--- src/rtl/spm_pkg.sv ---
package spm_pkg;
  typedef enum logic [1:0] {
    MODE_WIDE = 2'd0,
    MODE_DUAL = 2'd1,
    MODE_QUAD = 2'd2,
    MODE_FULL = 2'd3
  } spm_mode_e;

  localparam int NSLICE = 4;
endpackage

--- src/rtl/spm_route.sv ---
module spm_route
  import spm_pkg::*;
#(
  parameter int LANE_W = 8
) (
  input  spm_mode_e                        mode,
  input  logic                             sgn,
  input  logic                             pass_hi,
  input  logic [NSLICE*LANE_W-1:0]         a,
  input  logic [NSLICE*LANE_W-1:0]         b,
  output logic [NSLICE-1:0][LANE_W-1:0]    sl_a,
  output logic [NSLICE-1:0]                sl_a_sgn,
  output logic [NSLICE-1:0][2*LANE_W-1:0]  sl_b,
  output logic [NSLICE-1:0]                sl_b_sgn
);
  localparam int HW = 2 * LANE_W;

  always_comb begin
    for (int i = 0; i < NSLICE; i++) begin
      sl_a[i] = a[i*LANE_W +: LANE_W];
      unique case (mode)
        MODE_QUAD: begin
          sl_a_sgn[i] = sgn;
          sl_b[i]     = {{LANE_W{sgn & b[i*LANE_W+LANE_W-1]}}, b[i*LANE_W +: LANE_W]};
          sl_b_sgn[i] = sgn;
        end
        MODE_DUAL: begin
          sl_a_sgn[i] = sgn & (i % 2 == 1);
          sl_b[i]     = b[(i/2)*HW +: HW];
          sl_b_sgn[i] = sgn;
        end
        MODE_FULL: begin
          sl_a_sgn[i] = sgn & (i == NSLICE - 1);
          sl_b[i]     = pass_hi ? b[HW +: HW] : b[0 +: HW];
          sl_b_sgn[i] = sgn & pass_hi;
        end
        default: begin
          sl_a_sgn[i] = sgn & (i == NSLICE - 1);
          sl_b[i]     = b[0 +: HW];
          sl_b_sgn[i] = sgn;
        end
      endcase
    end
  end
endmodule

--- src/rtl/spm_slice.sv ---
module spm_slice #(
  parameter int LANE_W = 8,
  localparam int SP_W = 3 * LANE_W + 2
) (
  input  logic                clk,
  input  logic                rst_n,
  input  logic                en,
  input  logic [LANE_W-1:0]   a,
  input  logic                a_sgn,
  input  logic [2*LANE_W-1:0] b,
  input  logic                b_sgn,
  output logic [SP_W-1:0]     prod_q
);
  logic signed [LANE_W:0]   ax;
  logic signed [2*LANE_W:0] bx;
  logic signed [SP_W-1:0]   ax_w, bx_w, prod_d;

  assign ax     = $signed({a_sgn & a[LANE_W-1], a});
  assign bx     = $signed({b_sgn & b[2*LANE_W-1], b});
  assign ax_w   = SP_W'(ax);
  assign bx_w   = SP_W'(bx);
  assign prod_d = ax_w * bx_w;

  always_ff @(posedge clk) begin
    if (!rst_n)  prod_q <= '0;
    else if (en) prod_q <= prod_d;
  end

  // operands taken as unsigned can never give a negative slice product
  assert_unsigned_nonneg_R6: assert property (@(posedge clk) disable iff (!rst_n)
    en && !a_sgn && !b_sgn |=> !prod_q[SP_W-1]);
endmodule

--- src/rtl/spm_merge.sv ---
module spm_merge
  import spm_pkg::*;
#(
  parameter int LANE_W = 8,
  localparam int SP_W = 3 * LANE_W + 2,
  localparam int P_W  = 8 * LANE_W
) (
  input  logic                          clk,
  input  logic                          rst_n,
  input  logic                          chk_en,
  input  spm_mode_e                     mode,
  input  logic                          sgn,
  input  logic                          pass_hi,
  input  logic [NSLICE-1:0][SP_W-1:0]   sl,
  input  logic [P_W-1:0]                partial,
  output logic [P_W-1:0]                wide_sum,
  output logic [P_W-1:0]                result
);
  localparam int HW = 2 * LANE_W;
  localparam int WW = 4 * LANE_W;

  logic [NSLICE-1:0][P_W-1:0] ext;
  logic [WW-1:0]              dual_lane [2];

  always_comb begin
    wide_sum = '0;
    for (int i = 0; i < NSLICE; i++) begin
      ext[i]   = {{(P_W-SP_W){sl[i][SP_W-1]}}, sl[i]};
      wide_sum = wide_sum + (ext[i] << (LANE_W * i));
    end
    for (int k = 0; k < 2; k++)
      dual_lane[k] = ext[2*k][WW-1:0] + (ext[2*k+1][WW-1:0] << LANE_W);
  end

  always_comb begin
    result = wide_sum;
    unique case (mode)
      MODE_DUAL: result = {dual_lane[1], dual_lane[0]};
      MODE_QUAD: for (int i = 0; i < NSLICE; i++) result[i*HW +: HW] = sl[i][HW-1:0];
      MODE_FULL: if (pass_hi) result = partial + (wide_sum << HW);
      default:   result = wide_sum;
    endcase
  end

  // in quad mode every slice product fits its 16-bit lane (sign or zero extension above)
  for (genvar g = 0; g < NSLICE; g++) begin : g_fit
    assert_quad_lane_fit_R4: assert property (@(posedge clk) disable iff (!rst_n)
      chk_en && mode == MODE_QUAD |->
        (sgn ? ((&sl[g][SP_W-1:HW-1]) || !(|sl[g][SP_W-1:HW-1]))
             : !(|sl[g][SP_W-1:HW])));
  end
endmodule

--- src/rtl/simd_part_mul.sv ---
module simd_part_mul
  import spm_pkg::*;
#(
  parameter int LANE_W = 8,
  localparam int A_W  = NSLICE * LANE_W,
  localparam int P_W  = 8 * LANE_W,
  localparam int SP_W = 3 * LANE_W + 2
) (
  input  logic           clk,
  input  logic           rst_n,
  input  logic           in_valid,
  output logic           in_ready,
  input  logic [1:0]     in_mode,
  input  logic           in_signed,
  input  logic [A_W-1:0] in_a,
  input  logic [A_W-1:0] in_b,
  output logic           out_valid,
  input  logic           out_ready,
  output logic [P_W-1:0] out_prod
);
  spm_mode_e mode_in;
  assign mode_in = spm_mode_e'(in_mode);

  // pipeline control
  logic adv, accept, issue, pend_hi;
  logic [A_W-1:0] hold_a, hold_b;
  logic           hold_sgn;

  assign adv      = !out_valid || out_ready;
  assign in_ready = adv && !pend_hi;
  assign accept   = in_valid && in_ready;
  assign issue    = accept || (pend_hi && adv);

  // operands of the pass being issued
  spm_mode_e      cur_mode;
  logic [A_W-1:0] cur_a, cur_b;
  logic           cur_sgn;
  assign cur_mode = pend_hi ? MODE_FULL : mode_in;
  assign cur_a    = pend_hi ? hold_a    : in_a;
  assign cur_b    = pend_hi ? hold_b    : in_b;
  assign cur_sgn  = pend_hi ? hold_sgn  : in_signed;

  always_ff @(posedge clk) begin
    if (!rst_n) begin
      pend_hi  <= 1'b0;
      hold_a   <= '0;
      hold_b   <= '0;
      hold_sgn <= 1'b0;
    end else begin
      if (accept && mode_in == MODE_FULL) pend_hi <= 1'b1;
      else if (pend_hi && adv)            pend_hi <= 1'b0;
      if (accept) begin
        hold_a   <= in_a;
        hold_b   <= in_b;
        hold_sgn <= in_signed;
      end
    end
  end

  // operand steering
  logic [NSLICE-1:0][LANE_W-1:0]   sl_a;
  logic [NSLICE-1:0]               sl_a_sgn, sl_b_sgn;
  logic [NSLICE-1:0][2*LANE_W-1:0] sl_b;

  spm_route #(.LANE_W(LANE_W)) u_route (
    .mode     (cur_mode),
    .sgn      (cur_sgn),
    .pass_hi  (pend_hi),
    .a        (cur_a),
    .b        (cur_b),
    .sl_a     (sl_a),
    .sl_a_sgn (sl_a_sgn),
    .sl_b     (sl_b),
    .sl_b_sgn (sl_b_sgn)
  );

  // stage 1: slice products
  logic [NSLICE-1:0][SP_W-1:0] sl_p;

  for (genvar g = 0; g < NSLICE; g++) begin : g_slice
    spm_slice #(.LANE_W(LANE_W)) u_slice (
      .clk    (clk),
      .rst_n  (rst_n),
      .en     (issue),
      .a      (sl_a[g]),
      .a_sgn  (sl_a_sgn[g]),
      .b      (sl_b[g]),
      .b_sgn  (sl_b_sgn[g]),
      .prod_q (sl_p[g])
    );
  end

  logic      s1_valid, s1_sgn, s1_hi, s1_last;
  spm_mode_e s1_mode;

  always_ff @(posedge clk) begin
    if (!rst_n) begin
      s1_valid <= 1'b0;
      s1_sgn   <= 1'b0;
      s1_hi    <= 1'b0;
      s1_last  <= 1'b0;
      s1_mode  <= MODE_WIDE;
    end else if (adv) begin
      s1_valid <= issue;
      if (issue) begin
        s1_sgn  <= cur_sgn;
        s1_hi   <= pend_hi;
        s1_mode <= cur_mode;
        s1_last <= !(cur_mode == MODE_FULL && !pend_hi);
      end
    end
  end

  // stage 2: lane merge and output register
  logic [P_W-1:0] partial, wide_sum, merged;

  spm_merge #(.LANE_W(LANE_W)) u_merge (
    .clk      (clk),
    .rst_n    (rst_n),
    .chk_en   (s1_valid),
    .mode     (s1_mode),
    .sgn      (s1_sgn),
    .pass_hi  (s1_hi),
    .sl       (sl_p),
    .partial  (partial),
    .wide_sum (wide_sum),
    .result   (merged)
  );

  always_ff @(posedge clk) begin
    if (!rst_n) begin
      out_valid <= 1'b0;
      out_prod  <= '0;
      partial   <= '0;
    end else if (adv) begin
      out_valid <= s1_valid && s1_last;
      if (s1_valid && s1_last)  out_prod <= merged;
      if (s1_valid && !s1_last) partial  <= wide_sum;
    end
  end

  // a held product keeps its value until taken
  assert_hold_R9: assert property (@(posedge clk) disable iff (!rst_n)
    out_valid && !out_ready |=> out_valid && $stable(out_prod));

  // no new beat in the cycle after a full-width operation is taken
  assert_ready_gap_R8: assert property (@(posedge clk) disable iff (!rst_n)
    in_valid && in_ready && in_mode == MODE_FULL |=> !in_ready);

  // a finished pass reaches the output on the next advancing edge
  assert_latency_R7: assert property (@(posedge clk) disable iff (!rst_n)
    adv && s1_valid && s1_last |=> out_valid);

  // a first pass of a full multiply is always followed by its second pass
  assert_second_pass_R5: assert property (@(posedge clk) disable iff (!rst_n)
    adv && s1_valid && !s1_last |=> s1_valid && s1_hi);
endmodule

--- config.mk ---
export PLATFORM = sky130hd
export DESIGN_NAME = simd_part_mul
export DESIGN_NICKNAME = d
export VERILOG_FILES = /design/src/rtl/spm_pkg.sv /design/src/rtl/spm_route.sv /design/src/rtl/spm_slice.sv /design/src/rtl/spm_merge.sv /design/src/rtl/simd_part_mul.sv
export SDC_FILE = /design/constraint.sdc
export NUM_CORES = 2
export LEC_CHECK = 0
export BUFFER_PORTS_ARGS = -buffer_cell sky130_fd_sc_hd__buf_2
export CORE_MARGIN = 2
export CORE_UTILIZATION = 44
export CTS_BUF_LIST = sky130_fd_sc_hd__clkbuf_16
export DETAILED_ROUTE_END_ITERATION = 16
export SYNTH_ARGS = -nofsm -noshare
export SYNTH_HDL_FRONTEND = slang
export SYNTH_SLANG_ARGS = --single-unit
--- constraint.sdc ---
create_clock -name clk -period 25 [get_ports clk]
set_input_delay 0 -clock clk [delete_from_list [all_inputs] [get_ports clk]]
set_output_delay 0 -clock clk [all_outputs]
set_load 0.02 [all_outputs]
== Word-level counts from Yosys, hierarchy flattened ==
Cells that the tools add are included.
Storage, ports and cells
  register bits after elaboration: 304
  bits of input ports: 71
  bits in latches: 0
  bits in writable memories: 0
  word-level logic and storage cells: 79
  output and inout bits: 66
  memories kept: 0
  bits in read-only memories: 0
Cells by class
  div/mod/pow operators: 0
  add/subtract/negate cells: 6
  bitwise logic cells: 13
  $lt $le $gt $ge: 0
  mux-type cells: 16
  equality and inequality tests: 7
  multipliers: 4
  shift-type cells: 0
  reduce and logical (&&, ||, !) cells: 18
Operators by type and width (count)
  $add 64x64->64: 3
  $pmux 64 s3: 1
  $mul 9x17->26: 4
  $pmux 16 s3: 2
  $add 32x32->32: 2
  $mux 32: 2
  $mux 64: 1
  $pmux 16 s2: 2
  $add 26x34->35: 1
  $mux 16: 1
  $and 1x1->1: 13
  $eq 2x2->1 const B: 5
  $logic_and 1x1->1: 7
  $mux 1: 6
  $reduce_and 2->1: 3
  $eq 2x1->1 const B: 2
  $logic_not 1->1: 4
  $logic_or 1x1->1: 2
  $mux 2: 1
  $reduce_bool 2->1: 1
  $reduce_or 2->1: 1

== Logic depth before layout (Yosys ltp) ==
  depth after elaboration: 6
  depth in mapped cells: 37
  depth with buffers taken out: 36

== Cells and area by module ==
Synthesis repeated with hierarchy kept, for this count alone.
Second synthesis, totals
  cell total of the unflattened synthesis: 5465
  area, all modules: 46275.6 um^2
Modules (own cells, without submodules)
  spm_merge: instances 1, seq. area each 0.0 um^2, area an instance 11188.2 um^2, cells each 1565
  simd_part_mul: instances 1, seq. area each 4023.9 um^2, area an instance 8722.1 um^2, cells each 962
  spm_slice (g_slice[3].u_slice): instances 1, seq. area each 520.5 um^2, area an instance 6204.7 um^2, cells each 682
  spm_slice (g_slice[2].u_slice): instances 1, seq. area each 520.5 um^2, area an instance 6178.4 um^2, cells each 669
  spm_slice (g_slice[1].u_slice): instances 1, seq. area each 520.5 um^2, area an instance 6164.7 um^2, cells each 671
  spm_slice (g_slice[0].u_slice): instances 1, seq. area each 520.5 um^2, area an instance 6124.6 um^2, cells each 662
  spm_route: instances 1, seq. area each 0.0 um^2, area an instance 1692.9 um^2, cells each 254

== Worst setup path before layout ==
OpenSTA, ideal clock, no wires.
  path kind: reg-to-reg
  start: reg pend_hi
  end: reg g_slice[1].u_slice.prod_q[25]
  cell stages (with the launch flop): 34
  arrival time: 8.347 ns
  path buffers: 7
  required time: 24.876 ns
  path slack: 16.530 ns
  clock period less this slack: 8.470 ns
  setup time: 0.124 ns
  cells stage by stage: dfxtp_1 clkbuf_1 clkbuf_1 buf_2 buf_2 buf_1 buf_1 nor2_1 inv_1 ha_1 clkbuf_1 a21boi_1 nor2_1 o21ai_0 nand2_1 fa_1 inv_1 fa_1 fa_1 fa_1 inv_1 fa_1 inv_1 ha_1 a21o_1 a21o_1 a31oi_1 o311a_1 a211o_1 nand3_1 o311ai_0 o21ai_0 xnor2_1 o21ai_0
Between the ends
  cells in the longest elaborated chain, start to end: 6
  elaborated cells between the ends (all ways): 22
  those cells by class: mul (1); eq/ne (3); mux (8); bitwise (4); reduce/logical (6)
RTL lines
  start: declaration: RTL line simd_part_mul.sv:25  | logic adv, accept, issue, pend_hi;
  start signal: assignment: RTL line simd_part_mul.sv:45  | pend_hi <= 1'b0;
  start signal: assignment: RTL line simd_part_mul.sv:50  | if (accept && mode_in == MODE_FULL) pend_hi <= 1'b1;
  start signal: assignment: RTL line simd_part_mul.sv:51  | else if (pend_hi && adv) pend_hi <= 1'b0;
  $mux 2 *: RTL line simd_part_mul.sv:38  | assign cur_mode = pend_hi ? MODE_FULL : mode_in;
  net cur_mode[0]: RTL line simd_part_mul.sv:35  | spm_mode_e cur_mode;
  $eq 2x2->1 or $eq 2x1->1 (tied branches)
  $reduce_or 2->1 (no line)
  $mux 1: RTL line spm_route.sv:21  | unique case (mode)
  $and 1x1->1: RTL line spm_slice.sv:18  | assign ax = $signed({a_sgn & a[LANE_W-1], a});
  $mul 9x17->26 *: RTL line spm_slice.sv:22  | assign prod_d = ax_w * bx_w;
  end signal: assignment: RTL line spm_slice.sv:26  | else if (en) prod_q <= prod_d;
  end: declaration: RTL line spm_slice.sv:12  | output logic [SP_W-1:0] prod_q
Mark *: on every way through the listed nets, which the timed path passes. The rest lies on a longest branch.
A chain may end at the register's enable or synchronous reset.

== Worst setup path in the final report ==
  start: reg pend_hi
  end: reg g_slice[0].u_slice.prod_q[25]
Between the ends
  cells in the longest elaborated chain, start to end: 5
  elaborated cells between the ends (all ways): 20
  those cells by class: mul (1); eq/ne (2); mux (8); bitwise (4); reduce/logical (5)
RTL lines (RTL line)
  $mux 2 *: simd_part_mul.sv:38
  net cur_mode[1]: simd_part_mul.sv:35
  $eq 2x2->1 (on tied branches)
  $pmux 16 s2 or $mux 1 (tied branches): spm_route.sv:21
  $and 1x1->1 (on tied branches): spm_slice.sv:19, spm_slice.sv:18
  $mul 9x17->26 *: spm_slice.sv:22
  end signal: assignment: spm_slice.sv:26
  end: declaration: spm_slice.sv:12
Marked as above.

==> PnR_summary.wiki <==
{| class="wikitable"
! Metric !! Value
|-
| Run status || complete, no violations
|-
| Design Power || 5.92 mW
|-
| Post-detailed-routing wire length || 136000 um
|-
| Filler instances || 9314
|-
| Kind of start point of the critical path || flip-flop
|-
| Setup CP Type || reg -> reg
|-
| Required arrival time at the worst endpoint || 25510 ps
|-
| Hold Path Class || in -> reg
|-
| Max FO, Critical Path || 52
|-
| Hold_buf cts || 69
|-
| Avg Cell Area, Syn || 8.15 um2
|-
| Most common cell in the netlist || nand2_1
|-
| Final sum of negative setup slack || 0 ps
|-
| Leakage power figure || 21.3 nW
|-
| Max Root-Sink Buffers || 3
|-
| RSZ-0062 raised after global routing || no
|-
| Count of antenna-violating nets left after detailed routing || 0
|-
| Layout cells sized above 1 || 6.53%
|-
| Final worst slack || 15920 ps
|-
| Synth top cells by count || nand2_1, fa_1, inv_1
|-
| Wire length per cell || 20.9 um
|-
| Max-Cap Viols || 0
|-
| Clock root buffer || clkbuf_16
|-
| Total number of vias || 36500
|-
| Die X || 312 um
|-
| GP Congestion || 0.944
|-
| Number of distinct library cells after synthesis || 94
|-
| Overall track demand over capacity in global routing || 27.6%
|-
| Worst-margin pin slew || 1250 ps
|-
| Normalized max-slew margin || 16.6%
|-
| Clock tree from TritonCTS || built
|-
| Synth top area share || 25.6%
|-
| Cell at the slowest stage of the critical path || dfxtp_4
|-
| Yosys warns || 0
|-
| Number of design-rule violations left by the first detailed-router iteration || 3321
|-
| Clock sink total || 304
|-
| Pre-CTS WS || 16010 ps
|-
| CTS H-Tree Depth || 2
|-
| Vias per cell || 5.62
|-
| TritonRoute pass-1 iters || 6
|-
| Proportion of synthesized flip-flops having asynchronous set or reset || 0%
|-
| Std-Cell Rows || 113
|-
| Largest area contributor in the netlist || fa_1
|-
| Count of buffering cells on the critical path with inverters included || 5
|-
| Global-route wire length before repair || 209000 um
|-
| Detail Placement HPWL || 108000 um
|-
| Flop and latch count out of synthesis || 304
|-
| Starting density of the core || 44.2%
|-
| Buffers added on ports || 136
|-
| Ys flop type || dfxtp_1
|-
| Arrival time of data at the critical path endpoint || 9590 ps
|-
| Latest clock arrival within the worst-skew pair || 620 ps
|-
| Cell types occupying the most area after synthesis || fa_1, dfxtp_1, ha_1
|-
| Number of design rule violations left after detail routing || 0
|-
| Ratio of final minimum period to clock period || 36.3%
|-
| Number of flops mapped to enable cells by yosys || 0
|-
| Number of buffers created by CTS || 39
|-
| Sequential share of the synthesized area || 14.6%
|-
| Highest achievable clock rate || 110 MHz
|-
| CTS resizes || 0
|-
| Setup crit end kind || flip-flop
|-
| Antenna violations before repair || 0
|-
| Post-CTS setup buffers || 0
|-
| Final hold violations || 0
|-
| Height of the chip || 312 um
|-
| Count of antenna diodes in the layout || 0
|-
| Minimum clock period after layout || 9080 ps
|-
| Clock edge transition at the registers on the reported setup and hold paths || 70 ps
|-
| Worst-case vdd ir drop || 106 uV
|-
| Core Region || 0.0946 mm2
|-
| Via count of the first global-routing pass || 35100
|-
| Maximum number of pins on one net before global-route repair || 84
|-
| Dominant delay contributor by cell family on the critical path || adder cells
|-
| Syn nets || 6093
|-
| Area of the die || 0.0974 mm2
|-
| Area of the mapped netlist || 0.0418 mm2
|-
| Area growth syn-to-layout || 9.47%
|-
| Max Slew Vio Count || 0
|-
| PwrDens || 129 mW/mm2
|-
| Slowest stage delay, CP || 900 ps
|-
| Final number of setup-violating endpoints || 0
|-
| Clock skew after layout || 30.4 ps
|-
| Net count reported at finish || 6182
|-
| Number of standard cells after synthesis || 5125
|-
| Ports || 137
|-
| GRT Residual Overflow || 0
|}
## metrics by stage
| step | hold slack (ps) | std cells | utilization, % | cell area [um2] |
|---|---|---|---|---|
| 2_1_floorplan | 145 | 5125 | - | 41800 |
| 3_3_place_gp | 266 | 6369 | 46.2 | 43700 |
| 3_5_place_dp | 273 | 6369 | 46.2 | 43700 |
| 4_1_cts | 3.68 | 6506 | 48.3 | 45700 |
| 5_1_grt | 47.6 | 6506 | 48.3 | 45700 |
| 6_report | 36.2 | 6506 | 48.3 | 45700 |
## worst paths after layout
check               start                       endpoint  slack [ps]  depth (start not counted)
max               pend_hi  g_slice[0].u_slice.prod_q[25]       15920                         29
min              in_valid  g_slice[0].u_slice.prod_q[17]          40                          5
min reg2reg  out_prod[43]                   out_prod[43]         450                          1
max reg2reg       pend_hi  g_slice[0].u_slice.prod_q[25]       15920                         29
## per-layer routing
layer | vias to the layer above | track usage [%] | part of all wire [%]
met4 | 0 | 7.76 | 3.0
met3 | 225 | 3.80 | 7.6
met2 | 1398 | 42.1 | 43
met5 | - | 0 | 0
met1 | 17700 | 40.6 | 46
li1 | 17200 | - | -
## sequential cells by signal, indices dropped and copies added (netlist names)
| name | flops |
|---|---|
| pend_hi | 1 |
| hold_b | 32 |
| s1_hi | 1 |
| s1_mode | 2 |
| out_valid | 1 |
| s1_valid | 1 |
| partial | 64 |
| hold_a | 32 |
| s1_last | 1 |
| hold_sgn | 1 |
| g_slice.u_slice.prod_q | 104 |
| out_prod | 64 |
## area by class of cell
cell class	count	area, um2	share of cell area [%]
repair buffers	261	1790	3.92
clock inverters	29	355	0.777
flip-flops and latches	304	6090	13.3
well taps	1265	1580	3.46
inverters	536	2010	4.40
multi-input cells	4072	32900	72.0
clock buffers	39	976	2.13
## layout by cell type (no fill, tap or decap), drive strengths merged, types with 19 or more instances in the layout
cell type / instances
o21ai: 249
o22ai: 39
inv: 540
buf: 192
o21a: 81
a22oi: 22
o21bai: 29
dfxtp: 304
nand2b: 54
nor2: 398
fa: 534
ha: 363
nand3: 90
nor3: 49
nor2b: 48
mux2: 28
or3: 23
o31ai: 20
and2: 38
xor2: 70
o211ai: 21
a21o: 94
a21boi: 105
a21oi: 345
or2: 19
nand2: 922
a211oi: 24
xnor2: 132
mux2i: 44
clkbuf: 39
and3: 20
a31oi: 30
dlygate4sd3: 69
## worst reg2reg max path: cells and delay by family, from the launching register on
kind | cells | cell delay (ps)
adders and majority gates | 8 | 3260
DFF | 1 | 900
AOI/OAI and AO/OA | 10 | 3010
xor gates and xnor gates | 1 | 220
and+or+nand+nor | 5 | 890
buffers and inverters | 5 | 680
## logic make-up after synthesis
| logic type | Yosys count | share of synthesized area (%) |
|---|---|---|
| and+or+nand+nor | 1706 | 17.3 |
| buffers and inverters | 749 | 6.74 |
| xor gates and xnor gates | 203 | 4.29 |
| muxes | 77 | 2.08 |
| adders and majority gates | 897 | 36.5 |
| AOI/OAI and AO/OA | 1189 | 18.5 |
| DFF | 304 | 14.6 |
## power by group
part	internal [mW]	switching [mW]	leakage (nW)
Combinational	1.82	2.79	18.1
Clock	0.358	0.255	0.664
Sequential	0.577	0.116	2.49
Total	2.75	3.17	21.3
Note: power is estimated with default switching activity, not from simulation.
